--- src/rtl/swrst_pkg.sv ---
package swrst_pkg;

  typedef enum logic [2:0] {
    SQ_IDLE,
    SQ_WAIT_LOCK,
    SQ_HOLD,
    SQ_TAIL,
    SQ_PIN_PULSE
  } seq_state_t;

  localparam int TAIL_CYC = 4;
  localparam int STAT_W   = 5;

  localparam int REG_CTRL = 0;
  localparam int REG_STAT = 1;
  localparam int REG_CFG  = 2;

  localparam int CTRL_SYS = 0;
  localparam int CTRL_EXT = 1;

  localparam int ST_SYS   = 0;
  localparam int ST_EXT   = 1;
  localparam int ST_WAKE  = 2;
  localparam int ST_BOOT  = 3;

  function automatic logic span_done(input int unsigned cnt, input int unsigned len);
    return (cnt + 1) == len;
  endfunction

  function automatic logic [STAT_W-1:0] stat_on_sys_done(input logic wake,
                                                         input logic [1:0] boot);
    return {boot, wake, 1'b0, 1'b1};
  endfunction

  function automatic logic [STAT_W-1:0] stat_after_bus(input logic [STAT_W-1:0] cur,
                                                       input logic clr,
                                                       input logic [1:0] mask,
                                                       input logic set_ext);
    logic [STAT_W-1:0] n;
    n = cur;
    if (clr) n[1:0] = cur[1:0] & ~mask;
    if (set_ext) n[ST_EXT] = 1'b1;
    return n;
  endfunction

endpackage

--- src/rtl/swrst_fsm.sv ---
module swrst_fsm
  import swrst_pkg::*;
#(
  parameter int POST_LOCK = 32,
  parameter int EXT_LEN   = 16
) (
  input  logic       clk,
  input  logic       rst_n,
  input  logic       sys_req,
  input  logic       ext_req,
  input  logic       pll_lock,
  output seq_state_t state_o,
  output logic       sys_start,
  output logic       ext_start,
  output logic       sample_evt,
  output logic       sys_done,
  output logic       ext_done,
  output logic       sys_rst_o,
  output logic       rst_out_o
);

  localparam int SPAN_A   = (POST_LOCK > EXT_LEN) ? POST_LOCK : EXT_LEN;
  localparam int SPAN_MAX = (SPAN_A > TAIL_CYC) ? SPAN_A : TAIL_CYC;
  localparam int CNT_W    = $clog2(SPAN_MAX + 1);

  seq_state_t       st_q, st_d;
  logic [CNT_W-1:0] cnt_q;
  logic             lock_go;

  assign sys_start  = sys_req && (st_q == SQ_IDLE);
  assign ext_start  = ext_req && !sys_req && (st_q == SQ_IDLE);
  assign lock_go    = (st_q == SQ_WAIT_LOCK) && pll_lock;
  assign sample_evt = (st_q == SQ_HOLD) && span_done(32'(cnt_q), POST_LOCK);
  assign sys_done   = (st_q == SQ_TAIL) && span_done(32'(cnt_q), TAIL_CYC);
  assign ext_done   = (st_q == SQ_PIN_PULSE) && span_done(32'(cnt_q), EXT_LEN);

  always_comb begin
    st_d = st_q;
    unique case (st_q)
      SQ_IDLE: begin
        if (sys_req)      st_d = SQ_WAIT_LOCK;
        else if (ext_req) st_d = SQ_PIN_PULSE;
      end
      SQ_WAIT_LOCK: if (lock_go)    st_d = SQ_HOLD;
      SQ_HOLD:      if (sample_evt) st_d = SQ_TAIL;
      SQ_TAIL:      if (sys_done)   st_d = SQ_IDLE;
      SQ_PIN_PULSE: if (ext_done)   st_d = SQ_IDLE;
      default:                      st_d = SQ_IDLE;
    endcase
  end

  always_ff @(posedge clk or negedge rst_n) begin
    if (!rst_n) begin
      st_q  <= SQ_IDLE;
      cnt_q <= '0;
    end else begin
      st_q <= st_d;
      if (st_d != st_q)
        cnt_q <= '0;
      else if (st_q inside {SQ_HOLD, SQ_TAIL, SQ_PIN_PULSE})
        cnt_q <= cnt_q + 1'b1;
    end
  end

  assign state_o   = st_q;
  assign sys_rst_o = st_q inside {SQ_WAIT_LOCK, SQ_HOLD, SQ_TAIL};
  assign rst_out_o = (st_q != SQ_IDLE);

  assert_sys_entry_R1: assert property (@(posedge clk) disable iff (!rst_n)
    sys_start |=> (sys_rst_o && rst_out_o));

  assert_int_implies_pin_R1: assert property (@(posedge clk) disable iff (!rst_n)
    sys_rst_o |-> rst_out_o);

  assert_wait_for_lock_R3: assert property (@(posedge clk) disable iff (!rst_n)
    ((st_q == SQ_WAIT_LOCK) && !pll_lock) |=> (st_q == SQ_WAIT_LOCK));

  assert_release_R4: assert property (@(posedge clk) disable iff (!rst_n)
    sys_done |=> (!rst_out_o && !sys_rst_o));

  assert_pin_only_R6: assert property (@(posedge clk) disable iff (!rst_n)
    ext_start |=> (rst_out_o && !sys_rst_o));

  assert_busy_ignore_R10: assert property (@(posedge clk) disable iff (!rst_n)
    (ext_req && (st_q == SQ_PIN_PULSE) && !ext_done) |=> (st_q == SQ_PIN_PULSE));

  assert_priority_R11: assert property (@(posedge clk) disable iff (!rst_n)
    (sys_req && ext_req && (st_q == SQ_IDLE)) |=> sys_rst_o);

endmodule

--- src/rtl/swrst_cfg.sv ---
module swrst_cfg (
  input  logic       clk,
  input  logic       rst_n,
  input  logic       sys_start,
  input  logic       sample_evt,
  input  logic       cfg_en,
  input  logic       wake_pin,
  input  logic [1:0] boot_pins,
  input  logic [1:0] pll_cfg_pins,
  output logic       wake_app,
  output logic [1:0] pll_app,
  output logic       samp_wake,
  output logic [1:0] samp_boot
);

  always_ff @(posedge clk or negedge rst_n) begin
    if (!rst_n) begin
      wake_app  <= 1'b0;
      pll_app   <= 2'b00;
      samp_wake <= 1'b0;
      samp_boot <= 2'b00;
    end else begin
      if (sys_start) begin
        wake_app <= wake_pin;
        if (cfg_en) pll_app <= pll_cfg_pins;
      end
      if (sample_evt) begin
        samp_wake <= wake_pin;
        if (cfg_en) samp_boot <= boot_pins;
      end
    end
  end

  assert_wake_apply_R2: assert property (@(posedge clk) disable iff (!rst_n)
    sys_start |=> (wake_app == $past(wake_pin)));

  assert_pll_gated_R2: assert property (@(posedge clk) disable iff (!rst_n)
    (sys_start && !cfg_en) |=> $stable(pll_app));

  assert_boot_gated_R3: assert property (@(posedge clk) disable iff (!rst_n)
    (sample_evt && !cfg_en) |=> $stable(samp_boot));

endmodule

--- src/rtl/swrst_status.sv ---
module swrst_status
  import swrst_pkg::*;
(
  input  logic              clk,
  input  logic              rst_n,
  input  logic              sys_done,
  input  logic              ext_start,
  input  logic              clr_wr,
  input  logic [1:0]        clr_mask,
  input  logic              samp_wake,
  input  logic [1:0]        samp_boot,
  output logic [STAT_W-1:0] stat_o
);

  logic [STAT_W-1:0] stat_q;

  always_ff @(posedge clk or negedge rst_n) begin
    if (!rst_n)
      stat_q <= '0;
    else if (sys_done)
      stat_q <= stat_on_sys_done(samp_wake, samp_boot);
    else
      stat_q <= stat_after_bus(stat_q, clr_wr, clr_mask, ext_start);
  end

  assign stat_o = stat_q;

  assert_sys_flags_R5: assert property (@(posedge clk) disable iff (!rst_n)
    sys_done |=> (stat_q[ST_SYS] && !stat_q[ST_EXT]));

  assert_fields_kept_R6: assert property (@(posedge clk) disable iff (!rst_n)
    ext_start |=> $stable(stat_q[STAT_W-1:ST_WAKE]));

  assert_ext_set_R8: assert property (@(posedge clk) disable iff (!rst_n)
    ext_start |=> stat_q[ST_EXT]);

  assert_ext_sticky_R8: assert property (@(posedge clk) disable iff (!rst_n)
    (!ext_start && !sys_done && !(clr_wr && clr_mask[ST_EXT])) |=> $stable(stat_q[ST_EXT]));

  assert_w1c_R9: assert property (@(posedge clk) disable iff (!rst_n)
    (clr_wr && clr_mask[ST_SYS] && !sys_done) |=> !stat_q[ST_SYS]);

endmodule

--- src/rtl/swrst_seq.sv ---
module swrst_seq
  import swrst_pkg::*;
#(
  parameter int POST_LOCK = 32,
  parameter int EXT_LEN   = 16,
  parameter int ADDR_W    = 2
) (
  input  logic              clk,
  input  logic              rst_n,
  input  logic              wr_en,
  input  logic [ADDR_W-1:0] wr_addr,
  input  logic [1:0]        wr_data,
  input  logic [ADDR_W-1:0] rd_addr,
  output logic [STAT_W-1:0] rd_data,
  input  logic              pll_lock,
  input  logic              cfg_en,
  input  logic              wake_pin,
  input  logic [1:0]        boot_pins,
  input  logic [1:0]        pll_cfg_pins,
  output logic              sys_rst_o,
  output logic              rst_out_o,
  output logic              wake_cfg_o,
  output logic [1:0]        pll_cfg_o
);

  seq_state_t        state;
  logic              ctrl_wr, stat_wr, sys_req, ext_req;
  logic              sys_start, ext_start, sample_evt, sys_done, ext_done;
  logic              samp_wake;
  logic [1:0]        samp_boot;
  logic [STAT_W-1:0] stat;
  logic              ext_bit, sys_busy;

  assign ctrl_wr = wr_en && (wr_addr == ADDR_W'(REG_CTRL));
  assign stat_wr = wr_en && (wr_addr == ADDR_W'(REG_STAT));
  assign sys_req = ctrl_wr && wr_data[CTRL_SYS];
  assign ext_req = ctrl_wr && wr_data[CTRL_EXT];

  swrst_fsm #(
    .POST_LOCK(POST_LOCK),
    .EXT_LEN  (EXT_LEN)
  ) u_fsm (
    .clk       (clk),
    .rst_n     (rst_n),
    .sys_req   (sys_req),
    .ext_req   (ext_req),
    .pll_lock  (pll_lock),
    .state_o   (state),
    .sys_start (sys_start),
    .ext_start (ext_start),
    .sample_evt(sample_evt),
    .sys_done  (sys_done),
    .ext_done  (ext_done),
    .sys_rst_o (sys_rst_o),
    .rst_out_o (rst_out_o)
  );

  swrst_cfg u_cfg (
    .clk         (clk),
    .rst_n       (rst_n),
    .sys_start   (sys_start),
    .sample_evt  (sample_evt),
    .cfg_en      (cfg_en),
    .wake_pin    (wake_pin),
    .boot_pins   (boot_pins),
    .pll_cfg_pins(pll_cfg_pins),
    .wake_app    (wake_cfg_o),
    .pll_app     (pll_cfg_o),
    .samp_wake   (samp_wake),
    .samp_boot   (samp_boot)
  );

  swrst_status u_stat (
    .clk      (clk),
    .rst_n    (rst_n),
    .sys_done (sys_done),
    .ext_start(ext_start),
    .clr_wr   (stat_wr),
    .clr_mask (wr_data),
    .samp_wake(samp_wake),
    .samp_boot(samp_boot),
    .stat_o   (stat)
  );

  assign ext_bit  = (state == SQ_PIN_PULSE);
  assign sys_busy = state inside {SQ_WAIT_LOCK, SQ_HOLD, SQ_TAIL};

  always_comb begin
    rd_data = '0;
    if (rd_addr == ADDR_W'(REG_CTRL)) begin
      rd_data[CTRL_SYS] = sys_busy;
      rd_data[CTRL_EXT] = ext_bit;
    end else if (rd_addr == ADDR_W'(REG_STAT)) begin
      rd_data = stat;
    end else if (rd_addr == ADDR_W'(REG_CFG)) begin
      rd_data[0]   = wake_cfg_o;
      rd_data[2:1] = pll_cfg_o;
    end
  end

  assert_ext_selfclear_R7: assert property (@(posedge clk) disable iff (!rst_n)
    ext_done |=> !ext_bit);

  assert_ext_bit_tracks_pin_R7: assert property (@(posedge clk) disable iff (!rst_n)
    ext_bit |-> (rst_out_o && !sys_rst_o));

endmodule

--- config.mk ---
export PLATFORM = sky130hd
export DESIGN_NAME = swrst_seq
export DESIGN_NICKNAME = d
export VERILOG_FILES = /design/src/rtl/swrst_pkg.sv /design/src/rtl/swrst_fsm.sv /design/src/rtl/swrst_cfg.sv /design/src/rtl/swrst_status.sv /design/src/rtl/swrst_seq.sv
export SDC_FILE = /design/constraint.sdc
export NUM_CORES = 1
export LEC_CHECK = 0
export BUFFER_PORTS_ARGS = -buffer_cell sky130_fd_sc_hd__buf_2
export CELL_PAD_IN_SITES_DETAIL_PLACEMENT = 0
export CELL_PAD_IN_SITES_GLOBAL_PLACEMENT = 1
export CORE_MARGIN = 10
export CORE_UTILIZATION = 40
export DETAILED_ROUTE_END_ITERATION = 16
export MAX_ROUTING_LAYER = met4
export PLACE_DENSITY = 0.83
export SLEW_MARGIN = 10
export SYNTH_ARGS = -nofsm -noshare
export SYNTH_HDL_FRONTEND = slang
export SYNTH_HIERARCHICAL = 1
export SYNTH_SLANG_ARGS = --single-unit
--- constraint.sdc ---
create_clock -name clk -period 2.5 [get_ports clk]
set_input_delay 0.25 -clock clk [delete_from_list [all_inputs] [get_ports clk]]
set_output_delay 0.25 -clock clk [all_outputs]
set_load 0.02 [all_outputs]
# --- Yosys cells after proc, flatten, opt, wreduce, memory -nomap -nowiden ---
# Index checks and enable logic that the tools add are counted.
word_totals:
  reg_bits: 20
  mem_count: 0
  latchBits: 0
  romBits: 0
  inputBits: 16
  ram_bits: 0
classes:
  mux: 17
  n_reduce_logical: 23
  shift: 0
  n_lt_le_gt_ge: 0
  add_sub_neg: 2
  eq_ne: 11
  bitwise: 2
  multipliers: 0
  div_mod_pow: 0
ops:
  columns: ["operator", "n"]
  rows:
  - ["equality test 32 x 3 -> 1 bit, second input constant", 1]
  - ["equality test 32 x 5 -> 1 bit, second input constant", 1]
  - ["equality test 32 x 6 -> 1 bit, second input constant", 1]
  - ["2-to-1 mux 3 bit", 9]
  - ["case mux 3 bit (5 select lines)", 1]
  - ["2-to-1 mux 6 bit", 2]
  - ["nonzero test 3 bit", 4]
  - ["logical AND 1 bit", 11]
  - ["2-to-1 mux 2 bit", 4]
  - ["adder 6 x 1 -> 7 bit, second input constant", 1]
  - ["adder 6 x 1 -> 6 bit, second input constant", 1]
  - ["equality test 3 x 2 -> 1 bit, second input constant", 2]
  - ["equality test 2 x 1 -> 1 bit, second input constant", 2]
  - ["zero test 2 bit", 2]
  - ["AND reduction 2 bit", 2]
  - ["nonzero test 2 bit", 2]
  - ["equality test 3 x 1 -> 1 bit, second input constant", 1]
  - ["equality test 3 bit, second input constant", 1]
  - ["zero test 3 bit", 1]
  - ["!= test 3 bit", 1]
  - ["AND 2 bit", 1]
  - ["equality test 2 bit, second input constant", 1]
  - ["NOT 2 bit", 1]
  - ["zero test 1 bit", 1]
  - ["2-to-1 mux 1 bit", 1]

# --- Depth between registers and ports, before layout ---
# Gate-level depths: netlist (run 1).
logic_depth:
  word_depth: 8
  mapped_depth: 7
  depth_no_buf: 7

# --- Cells and area by module ---
# Netlist (run 1), hierarchy kept.
modules_own_cells:
  columns: ["module", "instances", "cells_each", "area_per_inst_um2"]
  rows:
  - ["swrst_fsm", 1, 94, 829.5]
  - ["swrst_cfg", 1, 14, 225.2]
  - ["swrst_status", 1, 13, 187.7]
  - ["swrst_seq", 1, 18, 120.1]

# --- Worst setup path before layout (run 1) ---
# OpenSTA, ideal clock, no wires.
synth_path:
  path_kind: "flip-flop to flip-flop"
  startpoint: "register u_fsm.cnt_q[0]"
  endpoint: "register u_cfg.samp_boot[0]"
  arrival_ns: 1.955
  period_less_slack_ns: 2.080
  slack_ns: 0.420
  path_stages_with_launch: 8
  path_buffers: 0
  path_cell_list: "dfrtp_1 ha_1 xor2_2 a2111oi_1 o211ai_2 inv_1 nand2_1 mux2_2"
synth_between:
  elab_chain_cells: 4
synth_lines:
  columns: ["item", "line", "text"]
  rows:
  - ["start, declared", "swrst_fsm.sv:27", "logic [CNT_W-1:0] cnt_q;"]
  - ["start signal, assigned", "swrst_fsm.sv:61", "cnt_q <= cnt_q + 1'b1;"]
  - ["adder 6 x 1 -> 7 bit", "swrst_pkg.sv:27", "return (cnt + 1) == len;"]
  - ["equality test 32 x 6 -> 1 bit", "swrst_pkg.sv:27", null]
  - ["logical AND 1 bit", "swrst_fsm.sv:33", "assign sample_evt = (st_q == SQ_HOLD) && span_done(32'(cnt_q), POST_LOCK);"]
  - ["named net sample_evt", "swrst_seq.sv:28", "logic sys_start, ext_start, sample_evt, sys_done, ext_done;"]
  - ["AND reduction 2 bit (no line)", null, null]
  - ["end signal, assigned", "swrst_cfg.sv:29", "if (cfg_en) samp_boot <= boot_pins;"]
  - ["end, declared", "swrst_cfg.sv:13", "output logic [1:0] samp_boot"]
# The timed path passes the listed nets, and every way through them passes these cells.
# A chain may end at the register's enable or synchronous reset.

# --- Worst setup path in the final report (run 1) ---
layout_path:
  startpoint: "register u_fsm.cnt_q[0]"
  endpoint: "register u_stat.stat_q[3] (netlist: u_stat/stat_o[3])"
layout_between:
  elab_chain_cells: 3
layout_lines:
  columns: ["item", "line", "text"]
  rows:
  - ["adder 6 x 1 -> 7 bit", "swrst_pkg.sv:27", null]
  - ["equality test 32 x 3 -> 1 bit", "swrst_pkg.sv:27", null]
  - ["logical AND 1 bit", "swrst_fsm.sv:34", "assign sys_done = (st_q == SQ_TAIL) && span_done(32'(cnt_q), TAIL_CYC);"]
  - ["named net sys_done", "swrst_seq.sv:28", null]
  - ["end signal, assigned", "swrst_status.sv:21", "stat_q <= stat_on_sys_done(samp_wake, samp_boot);"]
  - ["end signal, assigned", "swrst_status.sv:23", "stat_q <= stat_after_bus(stat_q, clr_wr, clr_mask, ext_start);"]
  - ["end, declared", "swrst_status.sv:15", "logic [STAT_W-1:0] stat_q;"]
# The timed path passes the listed nets, and every way through them passes these cells.

==> flow_summary.yaml, run 1 <==
run_status:
  status: "finished clean"
floorplan:
  io_pins: 26
  num_rows: 21
  initial_utilization: 0.409
  fp.dieW_um: 78.2
  die_y_um: 78.2
  fp.dieArea_um2: 6110
  placeableCoreArea_um2: 3310
setup_path:
  critical-path-slowest-cell: "dfrtp_1"
  cp_top_family: "simple AND/OR/NAND/NOR gates"
  rr_worst_depth: 6
  cp_data_required_time_ns: 2.69
  cp_cell_sequence: "ha_1 > xor2_2 > and4_1 > o211a_1 > and3_1 > mux2_2"
  reg2reg_to: "u_stat/stat_o[3]"
  cp_num_buf_inv: 0
  crit_type: "register to register"
  ff2ff_setup_slack_ns: 0.23
  worst-path-max-fanout: 6
  startpoint_type: "register"
  timing.rr.start: "u_fsm/cnt_q[0]"
  slowest_delay_ns: 0.46
  cp.arrival_ns: 2.46
  worst_setup_path_end_kind: "register"
drt:
  ant_nets: 0
  drtPass1Iterations: 4
  viasPerCell: 5.34
  drt_iter0_drc: 68
  wl_per_cell_um: 14.7
  routed_wl_um: 3060
  route.vias.total: 1111
  drc_errors: 0
timing:
  drv_slew: 0
  post-route-period-util: 0.907
  setup_ws_ns: 0.233
  fin_crit_ns: 2.27
  max_freq_mhz: 441
  timing_hold_violations_final: 0
  skew_ns: 0.00256
  rsz0062_at_grt: "no"
  max-slew-margin-rel: 0.656
  worst_slew_pin_slew_ns: 0.509
  setup_viol: 0
  tns_ns: 0
cts:
  htreeDepth: 1
  cts_setup_buffers: 0
  cts_buffers: 3
  ctsLongestPathBuffers: 2
  cts_root_buf: "clkbuf_4"
  clkSlewWorstSetupHoldPaths_ns: 0.11
  clock_latency_ns: 0.30
  cts_tree: "yes"
  clkSinkCount: 20
yosys:
  syn_nets: 155
  syn_area_um2: 1350
  avgSynthCellArea_um2: 9.88
  synthCells: 137
  synth_warnings: 6
global_routing:
  grt.overflow.total: 0
  antenna_found_initial: 0
  gr-usage-all-layers: 0.105
  grt_pass1_vias: 1173
  grt_pass1_wl_um: 5240
  grt_max_degree: 21
cells_and_area:
  fin_nets: 181
  antennaDiodeCount: 0
  finalInstanceArea_um2: 1550
  fin_util: 0.468
  area_growth_pct: 14.5
  drive_above_1_share: 0.327
placed_design:
  dpl.hpwl_um: 2410
  io_buffers: 25
  gp_congestion: 0.889
  place_area_um2: 1500
  dp_slack_ns: 0.235
power:
  power.leakage_nw: 0.730
  peakVddDrop_v: 0.000453
  pwr_density_cell_nw_per_um2: 803
min_path:
  hold_path_end: "u_stat/stat_o[1]"
  worstHoldPathCells: 2
  min_from: "wr_data[1]"
  hp-class: "primary input to register"
job:
  drv_cap: 0
-- through the flow --
| stage | hold WS (ns) | cells | total power [W] |
|---|---|---|---|
| CTS | 0.151 | 208 | 0.00126 |
| finish | 0.162 | 208 | 0.00125 |
| floorplan | -0.0456 | 137 | 0.000908 |
| detailed placement | 0.233 | 203 | 0.00107 |
| global route | 0.133 | 208 | 0.00134 |
| global placement | 0.224 | 203 | 0.00105 |
-- worst reg2reg max path, stage by stage (launching register included) --
cell     delay (ns)
dfrtp_1        0.46
ha_1           0.32
xor2_2         0.27
and4_1         0.25
o211a_1        0.20
and3_1         0.31
mux2_2         0.36
-- sequential cells by signal, summed over array words and instances, names as in the netlist --
register and cells:
u_cfg/wake_app 1, u_cfg/pll_app 2, u_stat/stat_o 5, u_fsm/cnt_q 6
u_fsm/state_o 3, u_cfg/samp_wake 1, u_cfg/samp_boot 2
-- worst max path at each step --
stage,startpoint,endpoint,slack [ns],cells after the start
2_1_floorplan,u_fsm/cnt_q[0],u_cfg/samp_boot[0],0.42,7
3_3_place_gp,u_fsm/cnt_q[0],u_cfg/samp_boot[0],0.31,7
3_5_place_dp,u_fsm/cnt_q[0],u_cfg/samp_boot[0],0.24,7
4_1_cts,u_fsm/cnt_q[0],u_cfg/samp_boot[0],0.24,7
5_1_grt,u_fsm/cnt_q[0],u_cfg/samp_boot[0],0.01,7
6_report,u_fsm/cnt_q[0],u_stat/stat_o[3],0.23,6
-- cell type report --
class                   count  area [um2]
well taps                  46        57.6
multi-input cells         106         791
inverters                   4        15.0
fillers                   333        1760
repair buffers             28         150
clock buffers               4        36.3
flip-flops and latches     20         500
-- metal layers --
layer | GRT usage | vias to the layer above | wire (um)
li1 | - | 543 | -
met1 | 0.108 | 548 | 1340
met2 | 0.185 | 18 | 1580
met3 | 0.0308 | 2 | 115
met4 | 0.0358 | 0 | 17
met5 | - | - | 0
-- power by group --
| part | internal (W) | switching (W) | leakage, nW |
|---|---|---|---|
| registers | 0.000395 | 0.000110 | 0.270 |
| clock network | 0.0000887 | 0.0000987 | 0.0210 |
| logic | 0.000235 | 0.000318 | 0.439 |
| total | 0.000719 | 0.000527 | 0.730 |
-- what timing repair did --
item	CTS	global route
hold buffers	1	0
resized for setup	0	0
endpoints found under the hold margin	20	0
-- cells in the final DEF (no fill, tap or decap), types with 2 or more instances in the layout --
cell type  count
a21oi_1        6
a22o_1         2
and2_1         2
and3_1         2
buf_2         25
buf_4          2
clkbuf_4       3
dfrtp_1       20
ha_1           2
inv_1          4
mux2_2         9
mux2i_1        2
nand2_1       13
nand2b_1       3
nor2_1        12
nor2b_1        2
nor3_1         7
nor4bb_1       2
o211a_1        2
o21ai_0        3
or3b_2         2
xnor2_1        5
xor2_1         3
Note: power is estimated with default switching activity, not from simulation.
==> run 2, diff against run 1 <==
--- a/config.mk
+++ b/config.mk
@@ -6,13 +6,11 @@
 export NUM_CORES = 1
 export LEC_CHECK = 0
 export BUFFER_PORTS_ARGS = -buffer_cell sky130_fd_sc_hd__buf_2
-export CELL_PAD_IN_SITES_DETAIL_PLACEMENT = 0
-export CELL_PAD_IN_SITES_GLOBAL_PLACEMENT = 1
 export CORE_MARGIN = 10
 export CORE_UTILIZATION = 40
 export DETAILED_ROUTE_END_ITERATION = 16
 export MAX_ROUTING_LAYER = met4
-export PLACE_DENSITY = 0.83
+export PLACE_DENSITY = 0.68
 export SLEW_MARGIN = 10
 export SYNTH_ARGS = -nofsm -noshare
 export SYNTH_HDL_FRONTEND = slang
==> flow_summary.yaml, run 2 (same netlist as run 1, synthesis figures left out) <==
floorplan:
  io_pins: 26
  initial_utilization: 0.409
  fp.dieArea_um2: 6110
  num_rows: 21
  placeableCoreArea_um2: 3310
  fp.dieW_um: 78.2
  die_y_um: 78.2
power:
  peakVddDrop_v: 0.000271
  power_w: 0.00125
  power.leakage_nw: 0.735
  pwr_density_cell_nw_per_um2: 803
setup_path:
  slowest_delay_ns: 0.47
  timing.rr.start: "u_fsm/cnt_q[0]"
  cp_top_family: "compound AO/OA/AOI/OAI gates"
  cp_data_required_time_ns: 2.70
  crit_type: "register to register"
  critical-path-slowest-cell: "a2111oi_1"
  cp.arrival_ns: 2.47
  worst-path-max-fanout: 6
  startpoint_type: "register"
  worst_setup_path_end_kind: "register"
  reg2reg_to: "u_cfg/samp_boot[1]"
  ff2ff_setup_slack_ns: 0.23
  cp_cell_sequence: "ha_1 > xor2_2 > a2111oi_1 > o211ai_2 > inv_1 > nand2_1 > mux2_2"
  rr_worst_depth: 7
  cp_num_buf_inv: 1
global_routing:
  grt_pass1_vias: 1160
  gr-usage-all-layers: 0.0998
  antenna_found_initial: 0
  grt.overflow.total: 0
  grt_max_degree: 21
  grt_pass1_wl_um: 5060
placed_design:
  gp_congestion: 0.939
  dpl.hpwl_um: 2360
  io_buffers: 25
  place_inst: 204
cts:
  clkSlewWorstSetupHoldPaths_ns: 0.11
  htreeDepth: 1
  cts_tree: "yes"
  cts_setup_buffers: 0
  clock_latency_ns: 0.30
  clkSinkCount: 20
  ctsLongestPathBuffers: 2
  cts_root_buf: "clkbuf_4"
  cts_buffers: 3
timing:
  drv_slew: 0
  setup_viol: 0
  fin_crit_ns: 2.27
  worst_slew_pin_slew_ns: 0.474
  rsz0062_at_grt: "no"
  max-slew-margin-rel: 0.681
  tns_ns: 0
  skew_ns: 0.00348
  max_freq_mhz: 440
  timing_hold_violations_final: 0
  hold_slack_ns: 0.141
  post-route-period-util: 0.908
drt:
  viasPerCell: 5.33
  wl_per_cell_um: 14.0
  drtPass1Iterations: 4
  drt_iter0_drc: 86
  routed_wl_um: 2930
  ant_nets: 0
  route.vias.total: 1115
  drc_errors: 0
min_path:
  hp-class: "primary input to register"
  hold_path_end: "u_stat/stat_o[1]"
  min_from: "wr_data[1]"
  worstHoldPathCells: 2
cells_and_area:
  area_growth_pct: 15.1
  final_common_cell: "buf_2"
  antennaDiodeCount: 0
  top_register: "u_fsm/cnt_q"
  final_cell_mix: "25 x buf_2, 20 x dfrtp_1, 13 x nand2_1"
  largest_reg_flops: 6
  stdcell_count: 209
  nFillCells: 330
  fin_nets: 182
  drive_above_1_share: 0.331
run_status:
  status: "finished clean"
job:
  drv_cap: 0
-- run 2: changes by cell type in the layout (fill, tap and decap cells not counted), sizes merged --
| cell | change |
|---|---|
| buf | +1 |
-- run 2: layer usage --
metal / global-route usage / vias to the layer above / share of wire
li1: - / 545 / -
met1: 0.107 / 549 / 0.42
met2: 0.176 / 17 / 0.54
met3: 0.0182 / 4 / 0.025
met4: 0.0430 / 0 / 0.013
met5: - / - / 0
-- run 2: power by group --
group / switching (W) / internal, W / total (W)
combinational: 0.000335 / 0.000237 / 0.000571
sequential: 0.0000975 / 0.000395 / 0.000492
clock: 0.0000989 / 0.0000888 / 0.000188
total: 0.000531 / 0.000721 / 0.00125
-- run 2: what timing repair did --
action,4_1_cts,5_1_grt
resized for setup,0,0
hold buffers,1,0
endpoints found under the hold margin,20,0
-- run 2: cell type report --
cell class / instances / area [um2] / share of cell area
multi-input combinational: 106 / 791 / 0.508
clock buffer: 4 / 36.3 / 0.0233
sequential: 20 / 500 / 0.321
timing repair buffer: 29 / 158 / 0.101
inverter: 4 / 15.0 / 0.00964
tap: 46 / 57.6 / 0.0369
-- run 2: worst max-delay path by stage --
stage	startpoint	end	slack [ns]	cells after the start
finish	u_fsm/cnt_q[0]	u_cfg/samp_boot[1]	0.23	7
global route	u_fsm/cnt_q[0]	u_cfg/samp_boot[1]	0.03	7
CTS	u_fsm/cnt_q[0]	u_cfg/samp_boot[1]	0.23	7
detailed placement	u_fsm/cnt_q[0]	u_cfg/samp_boot[1]	0.25	7
global placement	u_fsm/cnt_q[0]	u_cfg/samp_boot[0]	0.32	7
floorplan	u_fsm/cnt_q[0]	u_cfg/samp_boot[0]	0.42	7
-- run 2: metrics by stage --
stage	util	area, um2	setup WS (ns)
after global routing	0.471	1560	0.0260
after global placement	0.457	1510	0.322
after CTS	0.471	1560	0.227
after detailed placement	0.457	1510	0.250
after floorplan	-	1350	0.420
final	0.471	1560	0.229
